<file path="src/rtl/atten_i2c_target.sv">
module atten_i2c_target #(
  parameter int          NCH       = 6,
  parameter int          SLOT_BITS = 3,
  parameter int          ATT_W     = 7,
  parameter int          MAX_DB    = 79,
  parameter int          MUTE_CODE = 10,
  parameter logic [7:0]  BASE_ADDR = 8'h88,
  parameter logic [7:0]  RESET_VAL = 8'hFF
) (
  input  logic                   clk,
  input  logic                   rst_n,
  input  logic                   scl_i,
  input  logic                   sda_i,
  input  logic                   addr_strap,
  output logic                   sda_oe,
  output logic [NCH*ATT_W-1:0]   ch_atten,
  output logic [NCH-1:0]         ch_mute
);
  localparam int PW = SLOT_BITS + 1;
  localparam logic [1:0] S_IDLE = 2'd0, S_ADDR = 2'd1, S_SUB = 2'd2, S_DATA = 2'd3;
  localparam logic [SLOT_BITS-1:0] STEP = 1;

  logic [2:0] scl_sy, sda_sy;
  logic       scl_s, scl_q, sda_s, sda_q;
  logic       scl_rise, scl_fall, start_c, stop_c;
  logic [1:0] state;
  logic [3:0] bitcnt;
  logic       in_ack;
  logic [7:0] sr;
  logic [PW-1:0] ptr;
  logic       inc;
  logic       byte_done, wr_en;
  logic [7:0] my_addr;
  logic [7:0] regs [NCH];

  assign scl_s = scl_sy[1];
  assign scl_q = scl_sy[2];
  assign sda_s = sda_sy[1];
  assign sda_q = sda_sy[2];
  assign scl_rise = scl_s & ~scl_q;
  assign scl_fall = ~scl_s & scl_q;
  assign start_c  = scl_s & scl_q & sda_q & ~sda_s;
  assign stop_c   = scl_s & scl_q & ~sda_q & sda_s;
  assign my_addr  = BASE_ADDR | {6'b0, addr_strap, 1'b0};
  assign byte_done = scl_fall && (bitcnt == 4'd8) && !in_ack;
  assign wr_en = (state == S_DATA) && byte_done && !ptr[SLOT_BITS];

  always_ff @(posedge clk or negedge rst_n) begin
    if (!rst_n) begin
      scl_sy <= '1;
      sda_sy <= '1;
    end else begin
      scl_sy <= {scl_sy[1:0], scl_i};
      sda_sy <= {sda_sy[1:0], sda_i};
    end
  end

  always_ff @(posedge clk or negedge rst_n) begin
    if (!rst_n) begin
      state  <= S_IDLE;
      bitcnt <= '0;
      in_ack <= 1'b0;
      sda_oe <= 1'b0;
      sr     <= '0;
      ptr    <= '0;
      inc    <= 1'b0;
    end else if (start_c) begin
      state  <= S_ADDR;
      bitcnt <= '0;
      in_ack <= 1'b0;
      sda_oe <= 1'b0;
    end else if (stop_c) begin
      state  <= S_IDLE;
      bitcnt <= '0;
      in_ack <= 1'b0;
      sda_oe <= 1'b0;
    end else if (state != S_IDLE) begin
      if (scl_rise && !in_ack && bitcnt < 4'd8) begin
        sr     <= {sr[6:0], sda_s};
        bitcnt <= bitcnt + 4'd1;
      end else if (byte_done) begin
        in_ack <= 1'b1;
        case (state)
          S_ADDR: begin
            if (sr == my_addr) begin
              sda_oe <= 1'b1;
              state  <= S_SUB;
            end else begin
              state  <= S_IDLE;
            end
          end
          S_SUB: begin
            ptr    <= sr[PW-1:0];
            inc    <= sr[PW];
            sda_oe <= 1'b1;
            state  <= S_DATA;
          end
          default: begin
            sda_oe <= 1'b1;
            if (inc) ptr[SLOT_BITS-1:0] <= ptr[SLOT_BITS-1:0] + STEP;
          end
        endcase
      end else if (scl_fall && in_ack) begin
        in_ack <= 1'b0;
        sda_oe <= 1'b0;
        bitcnt <= '0;
      end
    end
  end

  always_ff @(posedge clk or negedge rst_n) begin
    if (!rst_n) begin
      for (int c = 0; c < NCH; c++) regs[c] <= RESET_VAL;
    end else if (wr_en) begin
      for (int c = 0; c < NCH; c++)
        if (ptr[SLOT_BITS-1:0] == c[SLOT_BITS-1:0]) regs[c] <= sr;
    end
  end

  for (genvar g = 0; g < NCH; g++) begin : g_ch
    logic mute_g;
    assign mute_g = (regs[g][7:3] >= 5'(MUTE_CODE)) || (32'(regs[g]) > MAX_DB);
    assign ch_mute[g] = mute_g;
    assign ch_atten[g*ATT_W +: ATT_W] = mute_g ? {ATT_W{1'b1}} : regs[g][ATT_W-1:0];
  end
endmodule

</file>
<file path="config.mk">
export PLATFORM = sky130hd
export DESIGN_NAME = atten_i2c_target
export DESIGN_NICKNAME = d
export VERILOG_FILES = /design/src/rtl/atten_i2c_target.sv
export SDC_FILE = /design/constraint.sdc
export NUM_CORES = 1
export LEC_CHECK = 0
export BUFFER_PORTS_ARGS = -buffer_cell sky130_fd_sc_hd__buf_2
export CORE_MARGIN = 2
export CORE_UTILIZATION = 57
export DETAILED_ROUTE_END_ITERATION = 6
export PLACE_DENSITY = 0.86
export SLEW_MARGIN = 20
export SYNTH_ARGS = -nofsm -noshare
export SYNTH_HDL_FRONTEND = slang
export SYNTH_SLANG_ARGS = --single-unit
export TNS_END_PERCENT = 100
</file>
<file path="constraint.sdc">
create_clock -name clk -period 2.5 [get_ports clk]
set_clock_uncertainty 0.2 [all_clocks]
set_input_delay 0 -clock clk [delete_from_list [all_inputs] [get_ports clk]]
set_output_delay 0 -clock clk [all_outputs]
set_load 0.03 [all_outputs]
</file>
# After elaboration in Yosys (flattened, before gate mapping)
# Index checks and enable logic that the tools add are counted.
[classes]
bitwise = 15
mul = 0
n_eq_ne = 13
n_addsub = 2
order_cmp = 13
muxes = 34
div = 0
n_reduce_logical = 36
n_shift = 0
[op_table]
columns = ["op", "n"]
rows = [
  ["$gt 8x7->1 const B", 6],
  ["$mux 7", 6],
  ["$ge 5x4->1 const B", 6],
  ["$mux 4", 6],
  ["$mux 1", 13],
  ["$mux 2", 6],
  ["$reduce_and 2->1", 6],
  ["$reduce_and 4->1", 3],
  ["$reduce_bool 4->1", 3],
  ["$eq 8x8->1", 1],
  ["$not 1->1", 8],
  ["$and 1x1->1", 7],
  ["$logic_and 1x1->1", 7],
  ["$reduce_and 7->1", 1],
  ["$eq 3x2->1 const B", 2],
  ["$eq 3x3->1 const B", 2],
  ["$logic_or 1x1->1", 6],
  ["$pmux 3 s2", 1],
  ["$reduce_and 3->1", 2],
  ["$reduce_and 6->1", 1],
  ["$reduce_bool 3->1", 2],
  ["$ne 5x5->1 const B", 1],
  ["$add 4x1->4 const B", 1],
  ["$eq 2x2->1 const B", 2],
  ["other kinds (12)", 14],
]
[totals]
input_bits = 5
out_inout_bits = 49
reg_bits = 75
n_memories = 0
latch_bits = 0
rom_bits = 0
ramBits = 0
wordCells = 129

# Logic depth before layout (Yosys ltp)
[depth]
depth_word = 9
ltp_mapped = 7

# Worst setup path before layout
# OpenSTA, ideal clock, no wires.
[synth_path]
path_kind = "register to register"
from = "register bitcnt[0]"
to = "register regs[40] (netlist bit)"
slack_ns = 0.534
arrival_ns = 1.683
synth_period_minus_slack_ns = 1.966
required_ns = 2.218
path_buffers = 1
stages_incl_launch_ff = 8
path_cell_list = "dfrtp_1 -> inv_1 -> ha_1 -> nand4b_4 -> nor4_4 -> and4_1 -> buf_4 -> mux2_2"
[synth_between]
elab_chain_len = 6
[synth_rtl]
columns = ["element", "line", "text"]
rows = [
  ["start: declaration", "27", "logic [3:0] bitcnt;"],
  ["start signal: assignment", "80", "bitcnt <= bitcnt + 4'd1;"],
  ["$eq 4x4->1", "45", "assign byte_done = scl_fall && (bitcnt == 4'd8) && !in_ack;"],
  ["$logic_and 1x1->1 (2 in series)", "45", ""],
  ["$logic_and 1x1->1 (2 in series)", "46", "assign wr_en = (state == S_DATA) && byte_done && !ptr[SLOT_BITS];"],
  ["$reduce_and 2->1 (no line)", "--", ""],
  ["end signal: indexed assignment", "116", "if (ptr[SLOT_BITS-1:0] == c[SLOT_BITS-1:0]) regs[c] <= sr;"],
  ["end: declaration", "34", "logic [7:0] regs [NCH];"],
]
# Every way passes these cells.
# A chain may end at the register's enable or synchronous reset.

# Final worst setup path
[layout_path]
from = "register bitcnt[0]"
to = "register regs[42] (netlist bit)"
# The elaborated chain is that of the path after synthesis.

==> key figures <==
Finish
  • Fillcell total: 459
  • Multi-input logic area: 0.00161 mm²
  • Antenna Cells: 0
  • Sequential Area: 0.00194 mm²
  • Final-stage net count: 364
  • Area delta synth->final: 14.2%
  • Commonest non-fill, non-tap cell in the layout: mux2_2
  • Commonest cells after routing, fill and taps aside: 60 x mux2_2, 54 x dfstp_2, 53 x buf_2, 36 x or3_1, 21 x dfrtp_1
  • Non-Filler Instances: 429
  • Layout cells sized above 1: 55.7%

Clocking
  • CTS root buffer: clkbuf_8
  • Post-CTS setup buffers: 0
  • Clock transition at path regs: 80 ps
  • CTS Sinks: 75
  • Clock H-tree levels: 3
  • Hold-fix buffers, CTS: 3
  • CTS tree: yes
  • CTS Buf Count: 9
  • Number of gates resized after cts: 0
  • Clock Path Buffers: 2
  • Clock latency on the worst-skew pair: 360 ps

Logic synthesis
  • Post-synth ARST share: 100%
  • Synth warn: 0
  • Synth cell types: 40
  • Post-synthesis sequential area ratio: 52.5%
  • Post-synth top flop: dfstp_2
  • Syn nets: 310
  • Mean Syn Cell Area: 12.6 µm²
  • Post-synth EDFFs: 0
  • Cells after Synth: 293
  • Mapped Area: 0.00370 mm²
  • Synth Register Bits: 75

Worst setup path
  • FF-to-FF path depth: 6
  • Slowest stage delay, CP: 480 ps
  • Critical Path RT: 2590 ps
  • Critical path peak fanout: 8
  • R2R Setup Slk: 250 ps
  • Startpoint Class: flop
  • Cell chain of the critical path: inv_1 > ha_1 > nand4b_4 > nor4_4 > and4_1 > mux2_2
  • Nature of the critical path endpoint: flop
  • RR Startpoint: bitcnt[0]$_DFFE_PN0P_
  • Critical setup path kind: flop to flop
  • Critical Path AT: 2340 ps
  • FF-to-FF End: regs[42]$_DFFE_PN1P_
  • Crit-path slowest cell: and4_1

Timing
  • Setup TNS: 0 ps
  • Fin. max-slew vios: 0
  • Worst-Margin Slew: 726 ps
  • Setup-failing EPs final: 0
  • RSZ-0062 raised after global routing: no
  • Max Clock Freq: 0.444 GHz
  • Headroom to the max-slew limit: 51.6%
  • Period Utilization, post-route: 90.2%
  • Hold Fails Final Rpt: 0
  • Clock period minus final worst setup slack: 2250 ps

Hold path
  • HP Class: input port to async pin

Detailed routing
  • First drt pass iteration count: 4
  • Total wire length: 7.13 mm
  • Wire per inst: 16.6 µm
  • ANT nets after route: 0
  • DR vias/cell: 5.62
  • Drt first-iter violations: 78
  • # DRC: 0
  • DR vias: 2412

GRT
  • Largest net degree at the start of global routing: 36
  • Remaining global-route overflow: 0
  • Gr usage total: 21.4%
  • Antenna violations before repair: 0
  • Vias in the first global route: 2394
  • First-pass GRT wire length: 11.7 mm

Power
  • VDD IR max: 551 µV
  • Pwr Density: 642 mW/mm²
  • Static Leakage: 0.00224 µW

Die
  • Core area: 0.00631 mm²
  • Ports: 54
  • Row Count: 29
  • Die height: 84.6 µm
  • Die ar.: 0.00716 mm²
  • Die width: 84.6 µm
  • Initial Util: 58.7%

Run
  • Max-cap viol count: 0

Placed design
  • Routability Congestion: 0.829
  • DP HPWL: 4.93 mm
  • Placed cells: 410
  • PortBufs: 53

Run status
  • Run status: completed
==> cell families (layout without fill, tap and decap cells) <==
family                   count (synthesis)  in the layout  share of synthesized area (%)
XOR/XNOR                                 2              2                          0.473
AND/OR/NAND/NOR                         83             83                           14.5
AO/OA/AOI/OAI                           21             21                           3.82
buffers and inverters                   31             90                           3.99
multiplexers                            69             69                           20.7
flip-flops                              75             75                           52.5
adder cells (fa/ha/maj)                 12             12                           4.05
==> where the power goes <==
group	switching [µW]	internal, µW	total, µW
Combinational	95.9	110	206
Clock	430	551	982
Sequential	232	1300	1530
Total	758	1960	2720
==> through the flow <==
step           cell area, µm²  worst slack, ps  hold slack [ps]  total power, µW  utilization [%]
2_1_floorplan            3700              534             -496             1610                -
3_3_place_gp             3990              350             -110             1730             63.3
3_5_place_dp             3990              260             -105             1750             63.3
4_1_cts                  4230              257             44.1             2730             67.0
5_1_grt                  4230              142             60.2             2820             67.0
6_report                 4230              246             33.5             2720             67.0
==> registers in the layout, summed over array words and instances, names as in the netlist <==
signal  flops
sr          8
ptr         4
inc         1
regs       48
in_ack      1
sda_sy      3
scl_sy      3
state       2
sda_oe      1
bitcnt      4
==> synthesized netlist by cell type, types with 3 or more instances <==
library cell   n  area share (%)
inv_1         16             1.6
mux2_2        60              18
o21ai_0        3            0.41
ha_1          12             4.1
clkbuf_1       6            0.61
or3_1         36             6.1
buf_4          8             1.6
nor2_1        17             1.7
a21oi_1        4            0.54
o21a_1         6             1.2
nand2_1        3            0.30
dfrtp_1       21              14
or2_2          6             1.0
mux2i_1        7             1.9
dfstp_2       54              38
nand3_1        3            0.41
==> cell type report <==
type	count	share of cell area [%]
Multi-Input combinational cell	187	38.1
Timing Repair Buffer	58	7.33
Inverter	16	1.42
Clock inverter	1	0.710
Tap cell	77	2.28
Clock buffer	15	4.20
Sequential cell	75	45.9
==> how the worst max path moves through the flow <==
stage / depth (start not counted) / end / from / slack (ps)
final: 6 / regs[42]$_DFFE_PN1P_ / bitcnt[0]$_DFFE_PN0P_ / 250
after global routing: 6 / regs[43]$_DFFE_PN1P_ / bitcnt[1]$_DFFE_PN0P_ / 140
after CTS: 6 / regs[42]$_DFFE_PN1P_ / bitcnt[0]$_DFFE_PN0P_ / 260
after detailed placement: 6 / regs[42]$_DFFE_PN1P_ / bitcnt[0]$_DFFE_PN0P_ / 260
after global placement: 6 / regs[45]$_DFFE_PN1P_ / bitcnt[0]$_DFFE_PN0P_ / 350
after floorplan: 7 / regs[40]$_DFFE_PN1P_ / bitcnt[0]$_DFFE_PN0P_ / 530
==> routing by layer <==
metal | global-route usage, % | share of wire, %
met5 | 0 | 0
met3 | 5.21 | 3.8
met1 | 26.3 | 44
met2 | 35.5 | 50
met4 | 10.4 | 2.3
==> worst max-delay path, delay by kind of cell, from the launching register on <==
kind / cells / cell delay (ps)
adder cells (fa/ha/maj): 1 / 180
buffers and inverters: 1 / 70
flip-flops: 1 / 420
multiplexers: 1 / 390
AND/OR/NAND/NOR: 3 / 910
No activity file was read; power rests on OpenSTA's default activity.
